$ cat config.mk
export PLATFORM = sky130hd
export DESIGN_NAME = irq_accept_ctrl
export DESIGN_NICKNAME = d
export VERILOG_FILES = /design/src/rtl/irq_accept_pkg.sv /design/src/rtl/irq_prio_enc.sv /design/src/rtl/irq_vec_store.sv /design/src/rtl/irq_prio_calc.sv /design/src/rtl/irq_accept_ctrl.sv
export SDC_FILE = /design/constraint.sdc
export NUM_CORES = 2
export LEC_CHECK = 0
export BUFFER_PORTS_ARGS = -buffer_cell sky130_fd_sc_hd__buf_2
export CORE_ASPECT_RATIO = 1.4
export CORE_MARGIN = 10
export CORE_UTILIZATION = 55
export DETAILED_ROUTE_END_ITERATION = 10
export PLACE_DENSITY_LB_ADDON = 0.2
export REMOVE_ABC_BUFFERS = 1
export SYNTH_ARGS = -nofsm -noshare
export SYNTH_HDL_FRONTEND = slang
export SYNTH_SLANG_ARGS = --single-unit
export TNS_END_PERCENT = 50
$ cat constraint.sdc
create_clock -name clk -period 9.8 [get_ports clk]
set_input_delay 0.49 -clock clk [delete_from_list [all_inputs] [get_ports clk]]
set_output_delay 0.49 -clock clk [all_outputs]
set_load 0.03 [all_outputs]
$ cat src/rtl/irq_accept_pkg.sv
// Shared widths and helpers for the interrupt acceptance controller.
// Assumes a power-of-two vector space split into equal priority classes.
package irq_accept_pkg;
    localparam int NUM_VEC  = 256;
    localparam int VEC_W    = $clog2(NUM_VEC);
    localparam int CLS_W    = 4;
    localparam int SUB_W    = VEC_W - CLS_W;
    localparam int RSVD_VEC = 16;

    typedef logic [VEC_W-1:0] vec_t;
    typedef logic [CLS_W-1:0] cls_t;

    // Priority class of a vector: its upper bits.
    function automatic cls_t class_of(input vec_t v);
        return v[VEC_W-1:SUB_W];
    endfunction
endpackage

$ cat src/rtl/irq_prio_enc.sv
// Highest-set-bit encoder over a parameterized bit-vector.
// Assumes index 0 is the lowest priority; any_o is 0 and idx_o is 0 when empty.
module irq_prio_enc #(
    parameter int N  = 256,
    parameter int IW = $clog2(N)
) (
    input  logic [N-1:0]  bits_i,
    output logic [IW-1:0] idx_o,
    output logic          any_o
);
    // Scan upward so the last set bit found is the highest.
    always_comb begin
        idx_o = '0;
        any_o = 1'b0;
        for (int i = 0; i < N; i++) begin
            if (bits_i[i]) begin
                idx_o = IW'(i);
                any_o = 1'b1;
            end
        end
    end
endmodule

$ cat src/rtl/irq_vec_store.sv
// Per-vector request, in-service and trigger state.
// Assumes the caller qualifies accepts (non-reserved), takes (offerable) and
// retires (in-service non-empty); reserved vectors hold constant zero.
module irq_vec_store
    import irq_accept_pkg::*;
#(
    parameter int N    = NUM_VEC,
    parameter int RSVD = RSVD_VEC
) (
    input  logic         clk,
    input  logic         rst_n,
    input  logic         acc_ok,
    input  vec_t         acc_vec,
    input  logic         acc_level,
    input  logic         take,
    input  vec_t         take_vec,
    input  logic         retire,
    input  vec_t         retire_vec,
    output logic [N-1:0] irr_q,
    output logic [N-1:0] isr_q,
    output logic [N-1:0] tmr_q
);
    for (genvar g = 0; g < N; g++) begin : g_vec
        if (g < RSVD) begin : g_rsvd
            assign irr_q[g] = 1'b0;
            assign isr_q[g] = 1'b0;
            assign tmr_q[g] = 1'b0;
        end else begin : g_live
            logic acc_hit, take_hit, ret_hit;
            assign acc_hit  = acc_ok && (acc_vec == vec_t'(g));
            assign take_hit = take   && (take_vec == vec_t'(g));
            assign ret_hit  = retire && (retire_vec == vec_t'(g));

            // Request bit: an accept sets it, a take clears it, an accept wins.
            always_ff @(posedge clk) begin
                if (!rst_n)        irr_q[g] <= 1'b0;
                else if (acc_hit)  irr_q[g] <= 1'b1;
                else if (take_hit) irr_q[g] <= 1'b0;
            end

            // In-service bit: a take sets it, a retirement clears it.
            always_ff @(posedge clk) begin
                if (!rst_n)        isr_q[g] <= 1'b0;
                else if (take_hit) isr_q[g] <= 1'b1;
                else if (ret_hit)  isr_q[g] <= 1'b0;
            end

            // Trigger bit: loaded from the level flag on every accept.
            always_ff @(posedge clk) begin
                if (!rst_n)       tmr_q[g] <= 1'b0;
                else if (acc_hit) tmr_q[g] <= acc_level;
            end
        end
    end

    p_rsvd_clear_r2: assert property (@(posedge clk) disable iff (!rst_n)
        (irr_q[RSVD-1:0] == '0) && (isr_q[RSVD-1:0] == '0));

    p_take_moves_r5: assert property (@(posedge clk) disable iff (!rst_n)
        (take && !(acc_ok && acc_vec == take_vec))
        |=> (!irr_q[$past(take_vec)] && isr_q[$past(take_vec)]));
endmodule

$ cat src/rtl/irq_prio_calc.sv
// Task priority register, processor priority and the presentation gate.
// Assumes the class inputs come from highest-set-bit encoders.
module irq_prio_calc
    import irq_accept_pkg::*;
(
    input  logic clk,
    input  logic rst_n,
    input  logic tpr_we,
    input  vec_t tpr_wdata,
    input  cls_t isr_cls,
    input  logic irr_any,
    input  cls_t irr_cls,
    output vec_t ppr,
    output logic present
);
    vec_t tpr_q;

    // Task priority register, written whole.
    always_ff @(posedge clk) begin
        if (!rst_n)      tpr_q <= '0;
        else if (tpr_we) tpr_q <= tpr_wdata;
    end

    // Processor priority: task value unless in-service class is higher.
    always_comb begin
        if (class_of(tpr_q) >= isr_cls) ppr = tpr_q;
        else                            ppr = {isr_cls, {SUB_W{1'b0}}};
    end

    // Offer only a class strictly above the processor class.
    assign present = irr_any && (irr_cls > class_of(ppr));

    p_ppr_floor_r4: assert property (@(posedge clk) disable iff (!rst_n)
        (ppr >= tpr_q) && (class_of(ppr) >= isr_cls));

    p_full_block_r3: assert property (@(posedge clk) disable iff (!rst_n)
        (class_of(tpr_q) == {CLS_W{1'b1}}) |-> !present);
endmodule

$ cat src/rtl/irq_accept_ctrl.sv
// Top of the interrupt acceptance controller: wires state, encoders and
// priority logic, and generates the level EOI broadcast.
// Assumes one core; strobes are single-cycle and sampled on the rising edge.
module irq_accept_ctrl
    import irq_accept_pkg::*;
(
    input  logic       clk,
    input  logic       rst_n,
    input  logic       acc_valid,
    input  logic [7:0] acc_vec,
    input  logic       acc_level,
    input  logic       ack_strobe,
    input  logic       eoi_strobe,
    input  logic       tpr_we,
    input  logic [7:0] tpr_wdata,
    input  logic [7:0] spur_vec,
    output logic       irq_present,
    output logic [7:0] ack_vec,
    output logic [7:0] proc_prio,
    output logic       eoi_bcast_valid,
    output logic [7:0] eoi_bcast_vec
);
    logic [NUM_VEC-1:0] irr, isr, tmr;
    vec_t irr_top, isr_top;
    logic irr_any, isr_any;
    logic acc_ok, take, retire;

    assign acc_ok = acc_valid && (acc_vec >= vec_t'(RSVD_VEC));
    assign take   = ack_strobe && irq_present;
    assign retire = eoi_strobe && isr_any;

    irq_vec_store u_store (
        .clk(clk), .rst_n(rst_n),
        .acc_ok(acc_ok), .acc_vec(acc_vec), .acc_level(acc_level),
        .take(take), .take_vec(irr_top),
        .retire(retire), .retire_vec(isr_top),
        .irr_q(irr), .isr_q(isr), .tmr_q(tmr)
    );

    irq_prio_enc #(.N(NUM_VEC)) u_irr_enc (.bits_i(irr), .idx_o(irr_top), .any_o(irr_any));
    irq_prio_enc #(.N(NUM_VEC)) u_isr_enc (.bits_i(isr), .idx_o(isr_top), .any_o(isr_any));

    irq_prio_calc u_prio (
        .clk(clk), .rst_n(rst_n),
        .tpr_we(tpr_we), .tpr_wdata(tpr_wdata),
        .isr_cls(class_of(isr_top)),
        .irr_any(irr_any), .irr_cls(class_of(irr_top)),
        .ppr(proc_prio), .present(irq_present)
    );

    // Acknowledge data: offered vector or the spurious one.
    assign ack_vec = irq_present ? irr_top : spur_vec;

    // One-cycle broadcast when a level-triggered vector retires.
    always_ff @(posedge clk) begin
        if (!rst_n) begin
            eoi_bcast_valid <= 1'b0;
            eoi_bcast_vec   <= '0;
        end else begin
            eoi_bcast_valid <= retire && tmr[isr_top];
            if (retire) eoi_bcast_vec <= isr_top;
        end
    end

    p_bcast_cause_r9: assert property (@(posedge clk) disable iff (!rst_n)
        eoi_bcast_valid |-> $past(eoi_strobe));

    p_spur_nochange_r6: assert property (@(posedge clk) disable iff (!rst_n)
        (ack_strobe && !irq_present && !acc_valid && !eoi_strobe)
        |=> ($stable(irr) && $stable(isr)));

    p_eoi_one_r8: assert property (@(posedge clk) disable iff (!rst_n)
        (eoi_strobe && isr_any && !ack_strobe)
        |=> ($countones(isr) + 1 == $countones($past(isr))));
endmodule

==> impl_metrics.json <==
{
  "status": "complete, no violations",
  "grt_max_degree": 158,
  "grtUsageMet3_pct": 10.7,
  "die_w_um": 240,
  "hold_path.class": "input port to flop",
  "clk_pin_slew_ns": 0.06,
  "crit_slowest_cell": "nor2_1",
  "worst_skew_pair.late_latency_ns": 0.66,
  "grt_pass1_vias": 36232,
  "cpMostUsedCell": "a21o_1",
  "drv_cap": 0,
  "numPortBuffers": 56,
  "drive_above_1_share_pct": 8.50,
  "async_flop_share_pct": 0,
  "ys_ff_latch": 737,
  "initial_core_util_pct": 55.3,
  "busiest_layer": "met2",
  "arrival_ns": 8.47,
  "fin_tns_setup_ns": 0,
  "power.leakage_nw": 15.4,
  "cts.sinks": 737,
  "synth-main-ff-cell": "dfxtp_1",
  "finalWorstSetupSlack_ns": 1.87,
  "cts_hold_buf": 0,
  "swShare_pct": 30.8,
  "dpl_worst_slack_ns": 2.07,
  "crit_path_end_kind": "flop",
  "period_minus_slack_ns": 7.93,
  "drv_slew": 0,
  "grt_pass1_wl_um": 241000,
  "cp.required_ns": 10.34,
  "p_per_area_nw_per_um2": 173,
  "fmax_ghz": 0.126,
  "syn_to_final_growth_pct": 9.12,
  "crit_family": "compound AO/OA/AOI/OAI gates",
  "hpwlAfterDp_um": 110000,
  "synthCells": 4725,
  "startpoint_type": "flop",
  "root_buffer": "clkbuf_16",
  "peakVddDrop_mv": 0.166,
  "detail-route-antenna-nets": 0,
  "antenna_found_initial": 12,
  "routabilityCongestion": 1.03,
  "coreArea_um2": 67600,
  "grt_usage_pct": 41.0,
  "drt_iter0_drc": 5522,
  "synth_area_um2": 37400,
  "use_met1_pct": 48.3,
  "cts_buffers": 75,
  "finalClockSkew_ns": 0.0274,
  "seqPwrFrac_pct": 42.8,
  "ys_seq_area_share_pct": 39.5,
  "die_h_um": 328,
  "nets": 4659,
  "cts_max_level": 3,
  "routed_wl_um": 167000,
  "die-area_um2": 78900,
  "met2_usage_pct": 60.7,
  "cpPeakStageDelay_ns": 0.80,
  "synth_edf_count": 0,
  "cts-resized-gates": 0,
  "setup_violations": 0,
  "grt_setup_unrepaired": "false",
  "io-pin-count": 57,
  "clk_path_buf_depth": 3,
  "crit_buf_inv": 2,
  "finalCritPeriodShare_pct": 80.9,
  "path_class": "flop to flop",
  "clkPwrFrac_pct": 41.4,
  "timing.final.hold_violations": 0,
  "via_count": 39439,
  "switching_power_mw": 2.17,
  "comb_power_share_pct": 15.8,
  "synth.avg_cell_area_um2": 7.91,
  "relSlewSlack_pct": 6.53,
  "cts_tree": "built",
  "crit_fanout": 14,
  "drc_errors": 0,
  "grt-ovfl-total": 0,
  "vias_per_cell": 7.12,
  "wl_per_cell_um": 30.2,
  "internal_power_mw": 4.89,
  "fp-row-count": 113,
  "dr.pass1.iters": 7,
  "ys_warn_count": 0,
  "worstMarginPinSlew_ns": 1.40,
  "post_cts_buffers": 0,
  "synth.distinct_cells": 94
}
cell type report:
type	count	area (µm²)
multi-input combinational	3535	21100
tap	862	1080
timing repair buffer	147	988
clock inverter	23	258
inverter	124	473
antenna	6	15.0
fill	6280	26800
clock buffer	102	2140
sequential	737	14800
sequential cells by signal, indices dropped and copies added, names as in the netlist:
signal,cells
u_prio.tpr_q,8
u_store.tmr_q,240
u_store.isr_q,240
eoi_bcast_valid,1
eoi_bcast_vec,8
u_store.irr_q,240
through the flow:
| stage | power [mW] | hold slack, ns | std cells | area [µm²] | util, % |
|---|---|---|---|---|---|
| 2_1_floorplan | 3.57 | 0.432 | 4396 | 36000 | - |
| 3_3_place_gp | 4.13 | 0.441 | 5405 | 38400 | 56.8 |
| 3_5_place_dp | 4.13 | 0.449 | 5405 | 38400 | 56.8 |
| 4_1_cts | 6.98 | 0.0521 | 5530 | 40800 | 60.3 |
| 5_1_grt | 7.15 | 0.122 | 5531 | 40800 | 60.3 |
| 6_report | 7.06 | 0.0702 | 5536 | 40800 | 60.3 |
synth_stat cells, drive strengths merged, types with 20 or more instances:
master	count	share of area (%)
dfxtp	737	39
nor2	536	5.4
nand2	524	5.3
a21oi	417	5.6
o21ai	388	5.2
clkbuf	291	2.9
mux2i	237	6.3
a311oi	151	3.6
nor4	144	2.5
inv	124	1.2
nor3	115	1.6
nand3	113	1.5
o22ai	102	1.7
o211ai	89	1.8
o21a	60	1.2
nand2b	41	0.69
or4	41	0.82
buf	38	0.67
a31oi	36	0.60
a21boi	35	0.70
nor2b	35	0.59
o31ai	34	0.76
and2	31	0.52
or3	31	0.55
a31o	29	0.68
nand4	29	0.49
a211oi	27	0.56
and3	23	0.39
o21bai	22	0.44
a2111oi	21	0.68
mux2	20	0.60
worst min-delay path: stages:
cell     delay [ns]
buf_2          0.08
mux2i_1        0.05
nor2_1         0.07
metal layers:
metal  vias to the layer above  part of all wire (%)
li1                      17294                     -
met1                     18543                    35
met2                      2710                    42
met3                       876                    12
met4                        16                    10
met5                         -                 0.060
final timing paths:
kind	startpoint	endpoint	slack [ns]	cells after the start
hold reg to reg	u_store.tmr_q[67]$_SDFFE_PN0P_	u_store.tmr_q[67]$_SDFFE_PN0P_	0.46	2
hold / removal	tpr_wdata[6]	u_prio.tpr_q[6]$_SDFFE_PN0P_	0.07	3
setup / recovery	u_store.isr_q[31]$_SDFFE_PN0P_	u_store.irr_q[242]$_SDFFE_PN0P_	1.87	28
setup reg to reg	u_store.isr_q[31]$_SDFFE_PN0P_	u_store.irr_q[242]$_SDFFE_PN0P_	1.87	28
logic make-up (layout without fill, tap and decap cells):
kind of cell / after synthesis / after routing / synth area share, %
simple gates: 1714 / 1714 / 21.5
compound gates: 1556 / 1556 / 27.0
flops: 737 / 737 / 39.5
buf+inv: 453 / 396 / 4.84
mux: 257 / 257 / 6.95
fa+ha+maj: 8 / 8 / 0.268
other cells: 0 / 6 / 0
cells in the final DEF (no fill, tap or decap), drive strengths merged, types with 13 or more instances in the layout:
cell type / instances
dfxtp: 737
nor2: 536
nand2: 524
a21oi: 417
o21ai: 388
mux2i: 237
a311oi: 151
buf: 147
nor4: 144
inv: 124
nor3: 115
nand3: 113
o22ai: 102
clkbuf: 102
o211ai: 89
o21a: 60
or4: 41
nand2b: 41
a31oi: 36
nor2b: 35
a21boi: 35
o31ai: 34
or3: 31
and2: 31
nand4: 29
a31o: 29
a211oi: 27
and3: 23
o21bai: 22
a2111oi: 21
mux2: 20
clkinv: 17
nor3b: 16
a32o: 15
o311ai: 13
power groups by stage:
stage	Sequential [mW]	Clock [mW]	Combinational (mW)
after floorplan	3.09	0	0.471
after global placement	3.09	0	1.04
after detailed placement	3.09	0	1.05
after CTS	3.02	2.92	1.05
after global routing	3.02	3.02	1.11
final	3.02	2.92	1.12
Power figures use the tool's default switching activity.
